`src/rtl/twin_tmr_pkg.sv`:
```
package twin_tmr_pkg;

  localparam int ADDR_W = 3;
  localparam int CTRL_W = 4;

  // control bit positions
  localparam int C_T0_RUN  = 0;
  localparam int C_T0_SLOW = 1;
  localparam int C_T1_RUN  = 2;
  localparam int C_T1_EXT  = 3;

  typedef enum logic [ADDR_W-1:0] {
    REG_CTRL  = 3'd0,
    REG_T0CNT = 3'd1,
    REG_T1REL = 3'd2,
    REG_T1CNT = 3'd3,
    REG_FLAGS = 3'd4
  } regSel_e;

  // strobes from control to datapath
  typedef struct packed {
    logic       t0Tick;
    logic       t1Tick;
    logic       t0Load;
    logic       t1Load;
    logic       relWr;
    logic [1:0] flagClr;
  } tmrStrobe_t;

endpackage

```
`src/rtl/twin_tmr_ctrl.sv`:
```
module twin_tmr_ctrl
  import twin_tmr_pkg::*;
#(
  parameter int CNT_W       = 8,
  parameter int FAST_LOG2   = 2,
  parameter int SLOW_LOG2   = 10,
  parameter int SYNC_STAGES = 2
) (
  input  logic                      clk,
  input  logic                      rstN,
  input  logic                      wrEn,
  input  logic [ADDR_W-1:0]         wrAddr,
  input  logic [CNT_W-1:0]          wrData,
  input  logic                      extEvent,
  output tmrStrobe_t                strobe,
  output logic [CTRL_W-1:0]         ctrlQ,
  output logic [CNT_W-1:0]          t0LoadVal,
  output logic [CNT_W-1:0]          t1LoadVal
);

  localparam int NUM_TMR = 2;

  // free-running prescaler
  logic [SLOW_LOG2-1:0] preQ;
  logic fastTick, slowTick;

  always_ff @(posedge clk or negedge rstN) begin
    if (!rstN) preQ <= '0;
    else       preQ <= preQ + 1'b1;
  end

  assign fastTick = &preQ[FAST_LOG2-1:0];
  assign slowTick = &preQ;

  // external event synchroniser and rising-edge detect
  logic [SYNC_STAGES-1:0] syncQ;
  logic extPrevQ, extRise;

  generate
    if (SYNC_STAGES == 1) begin : g_sync1
      always_ff @(posedge clk or negedge rstN) begin
        if (!rstN) syncQ <= '0;
        else       syncQ <= extEvent;
      end
    end else begin : g_syncN
      always_ff @(posedge clk or negedge rstN) begin
        if (!rstN) syncQ <= '0;
        else       syncQ <= {syncQ[SYNC_STAGES-2:0], extEvent};
      end
    end
  endgenerate

  always_ff @(posedge clk or negedge rstN) begin
    if (!rstN) extPrevQ <= 1'b0;
    else       extPrevQ <= syncQ[SYNC_STAGES-1];
  end

  assign extRise = syncQ[SYNC_STAGES-1] & ~extPrevQ;

  // control register
  always_ff @(posedge clk or negedge rstN) begin
    if (!rstN) ctrlQ <= '0;
    else if (wrEn && wrAddr == REG_CTRL) ctrlQ <= wrData[CTRL_W-1:0];
  end

  // per-timer tick, run and write hit
  logic [NUM_TMR-1:0] run, tick, wrHit, loadGo;
  logic [CNT_W-1:0]   loadVal [NUM_TMR];

  assign run[0]   = ctrlQ[C_T0_RUN];
  assign run[1]   = ctrlQ[C_T1_RUN];
  assign tick[0]  = run[0] & (ctrlQ[C_T0_SLOW] ? slowTick : fastTick);
  assign tick[1]  = run[1] & (ctrlQ[C_T1_EXT] ? extRise : fastTick);
  assign wrHit[0] = wrEn && (wrAddr == REG_T0CNT);
  assign wrHit[1] = wrEn && (wrAddr == REG_T1CNT);

  // pending-load slot, one per timer
  generate
    for (genvar gi = 0; gi < NUM_TMR; gi++) begin : g_pend
      logic             pendQ;
      logic [CNT_W-1:0] pendData;

      assign loadGo[gi]  = pendQ & (~run[gi] | tick[gi]);
      assign loadVal[gi] = pendData;

      always_ff @(posedge clk or negedge rstN) begin
        if (!rstN) begin
          pendQ    <= 1'b0;
          pendData <= '0;
        end else if (wrHit[gi]) begin
          pendQ    <= 1'b1;
          pendData <= wrData;
        end else if (loadGo[gi]) begin
          pendQ    <= 1'b0;
        end
      end
    end
  endgenerate

  assign t0LoadVal = loadVal[0];
  assign t1LoadVal = loadVal[1];

  always_comb begin
    strobe.t0Tick  = tick[0];
    strobe.t1Tick  = tick[1];
    strobe.t0Load  = loadGo[0];
    strobe.t1Load  = loadGo[1];
    strobe.relWr   = wrEn && (wrAddr == REG_T1REL);
    strobe.flagClr = (wrEn && wrAddr == REG_FLAGS) ? wrData[1:0] : 2'b00;
  end

endmodule

```
`src/rtl/twin_tmr_datapath.sv`:
```
module twin_tmr_datapath
  import twin_tmr_pkg::*;
#(
  parameter int CNT_W = 8
) (
  input  logic                clk,
  input  logic                rstN,
  input  tmrStrobe_t          strobe,
  input  logic [CNT_W-1:0]    t0LoadVal,
  input  logic [CNT_W-1:0]    t1LoadVal,
  input  logic [CNT_W-1:0]    wrData,
  input  logic [CTRL_W-1:0]   ctrlQ,
  input  logic [ADDR_W-1:0]   rdAddr,
  output logic [CNT_W-1:0]    rdData,
  output logic [CNT_W-1:0]    cnt0Q,
  output logic [CNT_W-1:0]    cnt1Q,
  output logic [CNT_W-1:0]    relQ,
  output logic [1:0]          flagQ
);

  localparam logic [CNT_W-1:0] ONE = CNT_W'(1);

  logic t0Hit, t1Hit;

  assign t0Hit = !strobe.t0Load && strobe.t0Tick && (cnt0Q == ONE);
  assign t1Hit = !strobe.t1Load && strobe.t1Tick && (cnt1Q == '0);

  // timer 0: one-shot, parks at zero
  always_ff @(posedge clk or negedge rstN) begin
    if (!rstN)                             cnt0Q <= '0;
    else if (strobe.t0Load)                cnt0Q <= t0LoadVal;
    else if (strobe.t0Tick && cnt0Q != '0) cnt0Q <= cnt0Q - ONE;
  end

  // timer 1: auto-reload on underflow
  always_ff @(posedge clk or negedge rstN) begin
    if (!rstN)                  cnt1Q <= '0;
    else if (strobe.t1Load)     cnt1Q <= t1LoadVal;
    else if (strobe.t1Tick)     cnt1Q <= (cnt1Q == '0) ? relQ : cnt1Q - ONE;
  end

  always_ff @(posedge clk or negedge rstN) begin
    if (!rstN)             relQ <= '0;
    else if (strobe.relWr) relQ <= wrData;
  end

  // sticky flags, set wins over clear
  always_ff @(posedge clk or negedge rstN) begin
    if (!rstN) flagQ <= '0;
    else       flagQ <= (flagQ & ~strobe.flagClr) | {t1Hit, t0Hit};
  end

  always_comb begin
    rdData = '0;
    case (rdAddr)
      REG_CTRL:  rdData = CNT_W'(ctrlQ);
      REG_T0CNT: rdData = cnt0Q;
      REG_T1REL: rdData = relQ;
      REG_T1CNT: rdData = cnt1Q;
      REG_FLAGS: rdData = CNT_W'(flagQ);
      default:   rdData = '0;
    endcase
  end

endmodule

```
`src/rtl/twin_down_timer.sv`:
```
module twin_down_timer
  import twin_tmr_pkg::*;
#(
  parameter int CNT_W       = 8,
  parameter int FAST_LOG2   = 2,
  parameter int SLOW_LOG2   = 10,
  parameter int SYNC_STAGES = 2
) (
  input  logic              clk,
  input  logic              rstN,
  input  logic              wrEn,
  input  logic [2:0]        wrAddr,
  input  logic [CNT_W-1:0]  wrData,
  input  logic [2:0]        rdAddr,
  output logic [CNT_W-1:0]  rdData,
  input  logic              extEvent,
  output logic              irqT0,
  output logic              irqT1
);

  tmrStrobe_t          strobe;
  logic [CTRL_W-1:0]   ctrlQ;
  logic [CNT_W-1:0]    t0LoadVal, t1LoadVal;
  logic [CNT_W-1:0]    cnt0Q, cnt1Q, relQ;
  logic [1:0]          flagQ;

  twin_tmr_ctrl #(
    .CNT_W(CNT_W), .FAST_LOG2(FAST_LOG2),
    .SLOW_LOG2(SLOW_LOG2), .SYNC_STAGES(SYNC_STAGES)
  ) u_ctrl (
    .clk(clk), .rstN(rstN), .wrEn(wrEn), .wrAddr(wrAddr), .wrData(wrData),
    .extEvent(extEvent), .strobe(strobe), .ctrlQ(ctrlQ),
    .t0LoadVal(t0LoadVal), .t1LoadVal(t1LoadVal)
  );

  twin_tmr_datapath #(.CNT_W(CNT_W)) u_dp (
    .clk(clk), .rstN(rstN), .strobe(strobe),
    .t0LoadVal(t0LoadVal), .t1LoadVal(t1LoadVal), .wrData(wrData),
    .ctrlQ(ctrlQ), .rdAddr(rdAddr), .rdData(rdData),
    .cnt0Q(cnt0Q), .cnt1Q(cnt1Q), .relQ(relQ), .flagQ(flagQ)
  );

  assign irqT0 = flagQ[0];
  assign irqT1 = flagQ[1];

endmodule

```
`config.mk`:
```
export PLATFORM = sky130hd
export DESIGN_NAME = twin_down_timer
export DESIGN_NICKNAME = d
export VERILOG_FILES = /design/src/rtl/twin_tmr_pkg.sv /design/src/rtl/twin_tmr_ctrl.sv /design/src/rtl/twin_tmr_datapath.sv /design/src/rtl/twin_down_timer.sv
export SDC_FILE = /design/constraint.sdc
export NUM_CORES = 1
export LEC_CHECK = 0
export BUFFER_PORTS_ARGS = -buffer_cell sky130_fd_sc_hd__buf_2
export CAP_MARGIN = 20
export CORE_MARGIN = 3
export CORE_UTILIZATION = 26
export CTS_BUF_LIST = sky130_fd_sc_hd__clkbuf_16
export DETAILED_ROUTE_END_ITERATION = 16
export HOLD_SLACK_MARGIN = 0.1
export SETUP_SLACK_MARGIN = 0.15
export SYNTH_ARGS = -nofsm -noshare
export SYNTH_HDL_FRONTEND = slang
export SYNTH_SLANG_ARGS = --single-unit
```
`constraint.sdc`:
```
create_clock -name clk -period 2.2 [get_ports clk]
set_input_delay 0.11 -clock clk [delete_from_list [all_inputs] [get_ports clk]]
set_output_delay 0.11 -clock clk [all_outputs]
set_load 0.05 [all_outputs]
```
==> impl_metrics.yaml, run 1 <==
run_status:
  status: "finished, final reports clean"
power:
  power_leakage_uw: 0.00166
  ir_drop_mv: 0.401
  power_density_nw_per_um2: 1120
min_path:
  whs_path_depth: 2
  min_to: "u_ctrl.t1LoadVal[2]$_DFFE_PN0P_"
  hp-class: "input pin to register"
  hp-start: "wrData[2]"
grt:
  track_usage_pct: 12.2
  grt_pass1_wl_um: 12300
  grt_max_degree: 37
  grt_pass1_vias: 2320
  grt_overflow: 0
  antenna_found_initial: 0
clock_network:
  cts_resized: 0
  htree_levels: 3
  clockBufferDepth: 2
  clk_pin_slew_worst_paths_ns: 0.05
  cts_tree: "done"
  cts-root-buf: "clkbuf_16"
  cts_setup_buffers: 0
  clkSinkCount: 61
  numCtsBuffers: 9
  clk-insertion-delay-late_ns: 0.33
worst_setup_path:
  r2r_cells: 6
  slowest_delay_ns: 0.40
  cpMostUsedCell: "nor2_1"
  reg2reg_slack_ns: 0.30
  critPathLaunchType: "register"
  crit_arrival_ns: 2.12
  worstSetupPathType: "register to register"
  worstPathMaxFanout: 6
  crit_chain: "ha_1, and2b_2, nand2b_1, nor2_1, nor2_1, o221a_2"
  cp.required_ns: 2.42
  reg2reg_from: "u_ctrl.preQ[0]$_DFF_PN0_"
  worst_setup_path_end_kind: "register"
  timing.rr.end: "u_dp.cnt0Q[0]$_DFFE_PN0P_"
  crit_slowest_cell: "dfrtp_1"
timing:
  min_period_ns: 1.90
  worstMarginPinSlew_ns: 0.632
  finalHoldViolations: 0
  skew_ns: 0.00426
  rsz0062_at_grt: "false"
  min_period_over_period_pct: 86.5
  slew_violations: 0
  setup_viol_count_final: 0
  setup_slack_ns: 0.298
  maxSlewHeadroom_pct: 57.9
  fmax_mhz: 526
  fin_setup_tns_ns: 0
drt:
  vias_per_cell: 4.79
  wl_um: 7540
  drtPass1Iterations: 4
  dr.max_layer_used: "met4"
  met3_length_um: 369
  ant_nets: 0
  route.detailed.drc: 0
  met2WireLength_um: 3220
  wl_per_cell_um: 15.7
  met1_length_um: 3750
  vias: 2298
  drt_iter0_drc: 134
die:
  die_area_um2: 13500
  coreArea_um2: 11700
  initial_core_util_pct: 27.1
  rows: 39
  die_x_um: 116
  die_h_um: 116
  ios: 28
final_layout:
  layout_commonest_cell: "dfrtp_1"
  multiInputGateArea_um2: 1550
  drive_gt1_share_pct: 28.5
  antenna_cells: 0
  num-nets-final: 356
  area_growth_pct: 23.4
  seqCellArea_um2: 1530
  final_cell_mix: "dfrtp_1 (61), mux2_2 (32), nor2_1 (28), buf_2 (27), nand2_1 (18)"
  num-fill-cells: 1160
logic_synthesis:
  synthFlopType: "dfrtp_1"
  netlist_area_um2: 3160
  synth-xor-area-share_pct: 3.88
  synth-edff-count: 0
  synth_cells: 286
  yosys-mux-area-fraction_pct: 14.3
  yosysSeqAreaShare_pct: 48.4
  synthArstFlopShare_pct: 100
  syn_avg_cell_area_um2: 11.0
  synth_nets: 310
  synth_top_family_by_area: "simple AND/OR/NAND/NOR gates"
  yosys_warnings: 0
  yosys.area_share.adder_pct: 2.38
  synth-simple-area-share_pct: 16.0
  ys_types: 53
  synth-seq-cells: 61
  synth-compound-area-share_pct: 12.7
placement:
  io_buffers: 27
  finalWeightedCongestion: 0.838
  place_hpwl_um: 5510
  place_ws_ns: 0.260
job:
  maxCapViolCount: 0
## repair_timing
action | CTS | global route
endpoints found under the hold margin | 43 | 0
endpoints found under the setup margin | 0 | 4
hold buffers | 8 | 0
## worst max-delay path by stage
stage | start | endpoint | slack (ns) | depth (start not counted)
after floorplan | u_dp.cnt1Q[0]$_DFFE_PN0P_ | rdData[0] | 0.20 | 4
after global placement | u_ctrl.preQ[0]$_DFF_PN0_ | u_dp.cnt0Q[4]$_DFFE_PN0P_ | 0.32 | 6
after detailed placement | u_ctrl.preQ[0]$_DFF_PN0_ | u_dp.cnt0Q[4]$_DFFE_PN0P_ | 0.26 | 6
after CTS | u_ctrl.preQ[0]$_DFF_PN0_ | u_dp.cnt0Q[4]$_DFFE_PN0P_ | 0.24 | 6
after global routing | u_ctrl.preQ[0]$_DFF_PN0_ | u_dp.cnt0Q[0]$_DFFE_PN0P_ | 0.15 | 6
final | u_ctrl.preQ[0]$_DFF_PN0_ | u_dp.cnt0Q[0]$_DFFE_PN0P_ | 0.30 | 6
## per-stage QoR
step	hold slack (ns)	cell area, um2	power [uW]	util [%]	cells
6_report	0.100	3890	4350	33.4	480
5_1_grt	0.123	3890	4620	33.4	480
4_1_cts	0.109	3890	4380	33.4	480
3_5_place_dp	0.164	3500	2860	30.0	456
3_3_place_gp	0.162	3500	2830	30.0	456
2_1_floorplan	-0.186	3160	2510	-	286
## cell usage after synthesis (all sizes together), types with 3 or more instances
| master | number | area [um2] |
|---|---|---|
| xnor2 | 8 | 70.1 |
| xor2 | 6 | 52.6 |
| clkbuf | 6 | 32.5 |
| nand2 | 18 | 67.6 |
| nand2b | 3 | 18.8 |
| mux4 | 4 | 90.1 |
| nor3 | 4 | 20.0 |
| a22oi | 4 | 30.0 |
| a21oi | 13 | 65.1 |
| nand4 | 3 | 18.8 |
| ha | 6 | 75.1 |
| dfrtp | 61 | 1530 |
| mux2 | 32 | 360 |
| nor2 | 28 | 105 |
| a31oi | 5 | 46.3 |
| o21ai | 14 | 70.1 |
| nor4 | 5 | 58.8 |
| o211ai | 4 | 43.8 |
| nor2b | 4 | 25.0 |
| nand3 | 14 | 87.6 |
| o22ai | 5 | 31.3 |
| inv | 11 | 41.3 |
## layer usage
metal	GRT usage, %	up-vias
met5	0	-
met4	6.11	0
met3	2.75	16
met2	17.5	55
met1	17.2	1092
li1	-	1135
## flip-flops by register name (all words and copies together) (netlist names)
register / count
u_ctrl.extPrevQ: 1
u_ctrl.t1LoadVal: 8
u_ctrl.preQ: 10
u_dp.cnt0Q: 8
u_dp.flagQ: 2
u_ctrl.t0LoadVal: 8
u_ctrl.syncQ: 2
u_ctrl.ctrlQ: 4
u_ctrl.g_pend.pendQ: 2
u_dp.relQ: 8
u_dp.cnt1Q: 8
## critical path: cells and delay by family, from the launching register on
family | cells | cell delay [ns]
AOI/OAI and AO/OA | 1 | 0.26
adders and majority gates | 1 | 0.27
DFF | 1 | 0.40
and+or+nand+nor | 4 | 0.86
## cell type report
type                    instances  share of cell area, %
well taps                     143                   4.59
inverters                      11                   1.06
multi-input cells             207                   39.9
clock buffers                   9                   5.78
repair buffers                 42                   7.20
flip-flops and latches         61                   39.2
clock inverters                 7                   2.31
## power by group
group / total [uW] / internal, uW / switching [uW] / leakage [uW]
clock: 1490 / 983 / 505 / 0.000151
sequential: 1700 / 1380 / 324 / 0.000739
combinational: 1160 / 540 / 621 / 0.000771
## kinds of logic after synthesis
logic type	count (synthesis)
and+or+nand+nor	93
DFF	61
AOI/OAI and AO/OA	58
muxes	36
buffers and inverters	18
xor gates and xnor gates	14
adders and majority gates	6
(Power assumes the default switching activity.)
==> inputs of run 2 (changes only) <==
Settings changed: CELL_PAD_IN_SITES_DETAIL_PLACEMENT from default to 1, CELL_PAD_IN_SITES_GLOBAL_PLACEMENT from default to 2, PLACE_DENSITY_LB_ADDON from default to 0.1.
==> run 2 against run 1 <==
  * Fmax is essentially flat
  * Non-clock buffer count grew 4
  * Clock skew is essentially flat
  * Critical path type unchanged
  * Global-route usage grew 2.6 points
  * Largest cell class unchanged
==> impl_metrics.yaml, run 2 (synthesis results as in run 1) <==
drt:
  route.detailed.drc: 0
  wl_per_cell_um: 19.3
  drtPass1Iterations: 4
  drt_iter0_drc: 50
  wl_um: 9320
  ant_nets: 0
  vias_per_cell: 4.95
  vias: 2394
timing:
  fin_setup_tns_ns: 0
  fmax_mhz: 526
  maxSlewHeadroom_pct: 61.1
  rsz0062_at_grt: "false"
  min_period_ns: 1.90
  setup_viol_count_final: 0
  slew_violations: 0
  skew_ns: 0.00412
  min_period_over_period_pct: 86.4
  worstMarginPinSlew_ns: 0.581
  finalHoldViolations: 0
run_status:
  status: "finished, final reports clean"
final_layout:
  final_cell_mix: "dfrtp_1 (61), mux2_2 (32), nor2_1 (27), buf_2 (27), nand2_1 (18)"
  num-nets-final: 360
  drive_gt1_share_pct: 29.3
  area_growth_pct: 22.5
  top_register: "u_ctrl.preQ"
  largest_reg_flops: 10
  antenna_cells: 0
  layout_commonest_cell: "dfrtp_1"
job:
  maxCapViolCount: 0
die:
  die_h_um: 116
  ios: 28
  die_x_um: 116
  die_area_um2: 13500
  coreArea_um2: 11700
  rows: 39
  initial_core_util_pct: 27.1
worst_setup_path:
  worstSetupPathType: "register to register"
  crit_arrival_ns: 2.11
  path_delay_family: "compound AO/OA/AOI/OAI gates"
  slowest_delay_ns: 0.41
  cp.required_ns: 2.41
  crit_chain: "ha_1, and2b_2, nand2b_1, o21a_1, a221o_1"
  startpoint: "u_ctrl.preQ[0]$_DFF_PN0_"
  reg2reg_from: "u_ctrl.preQ[0]$_DFF_PN0_"
  reg2reg_slack_ns: 0.30
  setup.worst_path.end: "u_dp.cnt0Q[6]$_DFFE_PN0P_"
  r2r_cells: 5
  timing.rr.end: "u_dp.cnt0Q[6]$_DFFE_PN0P_"
  critPathLaunchType: "register"
  crit_slowest_cell: "dfrtp_1"
  path_buf_inv: 0
  worstPathMaxFanout: 6
  cp_num_cells: 5
  worst_setup_path_end_kind: "register"
placement:
  place_hpwl_um: 6850
  finalWeightedCongestion: 0.838
  io_buffers: 27
power:
  p_total_uw: 4230
  power_density_nw_per_um2: 1090
  ir_drop_mv: 0.268
  power_leakage_uw: 0.00166
clock_network:
  cts_tree: "done"
  clk-insertion-delay-late_ns: 0.33
  htree_levels: 3
  cts-root-buf: "clkbuf_16"
  numCtsBuffers: 9
  clkSinkCount: 61
  cts_setup_buffers: 0
  clockBufferDepth: 2
  clk_pin_slew_worst_paths_ns: 0.05
grt:
  grt_pass1_wl_um: 14700
  grt_pass1_vias: 2515
  grt_max_degree: 43
  track_usage_pct: 14.8
  grt_overflow: 0
  antenna_found_initial: 0
min_path:
  hp-class: "input pin to register"
==> run 2: cell count changes in the layout (fill, tap and decap cells not counted) <==
| cell | before | now |
|---|---|---|
| inv_1 | 11 | 12 |
| nor2_2 | 0 | 1 |
| bufinv_16 | 2 | 0 |
| dlygate4sd3_1 | 8 | 6 |
| clkinvlp_4 | 2 | 1 |
| buf_4 | 6 | 12 |
| clkinv_1 | 0 | 2 |
| nor2_1 | 28 | 27 |
==> run 2: final cells by class <==
cell class / count / area [um2]
Fill cell: 1291 / 7800
Clock buffer: 9 / 225
Timing Repair Buffer: 46 / 305
Sequential cell: 61 / 1530
Clock inverter: 7 / 33.8
Tap cell: 143 / 179
Inverter: 11 / 41.3
Multi-Input combinational cell: 207 / 1560
==> run 2: repair_timing <==
item,in CTS,in global routing
setup endpoints to repair,0,8
gates resized for setup,0,1
hold buffers,6,0
hold endpoints to repair,30,0
==> run 2: how the worst min path moves through the flow <==
stage | startpoint | slack, ns | cells after the start | end
detailed placement | rstN | 0.13 | 1 | u_dp.relQ[4]$_DFFE_PN0P_
floorplan | rstN | -0.19 | 0 | u_ctrl.ctrlQ[0]$_DFFE_PN0P_
CTS | wrData[3] | 0.11 | 2 | u_ctrl.t0LoadVal[3]$_DFFE_PN0P_
finish | wrData[3] | 0.1 | 2 | u_ctrl.t0LoadVal[3]$_DFFE_PN0P_
global placement | rstN | 0.13 | 1 | u_dp.relQ[4]$_DFFE_PN0P_
global route | wrData[3] | 0.12 | 2 | u_ctrl.ctrlQ[3]$_DFFE_PN0P_
==> run 2: per-stage QoR <==
stage | worst slack, ns | util (%) | area (um2) | std cells | hold slack (ns)
2_1_floorplan | 0.197 | - | 3160 | 286 | -0.186
3_3_place_gp | 0.292 | 30.4 | 3540 | 462 | 0.126
3_5_place_dp | 0.209 | 30.4 | 3540 | 462 | 0.127
4_1_cts | 0.194 | 33.1 | 3860 | 484 | 0.106
5_1_grt | 0.182 | 33.2 | 3870 | 484 | 0.119
6_report | 0.298 | 33.2 | 3870 | 484 | 0.0989
==> run 2: per-layer routing <==
metal | up-vias | track usage, % | routed length, um
met4 | 0 | 6.11 | 180
met2 | 44 | 22.3 | 4150
met5 | - | 0 | 0
li1 | 1148 | - | -
met3 | 13 | 2.07 | 295
met1 | 1189 | 21.3 | 4700
==> run 2: where the power goes <==
group          internal [uW]  switching (uW)  leakage [uW]
Sequential              1380             292      0.000739
Combinational            602             715      0.000792
Clock                    742             501      0.000131
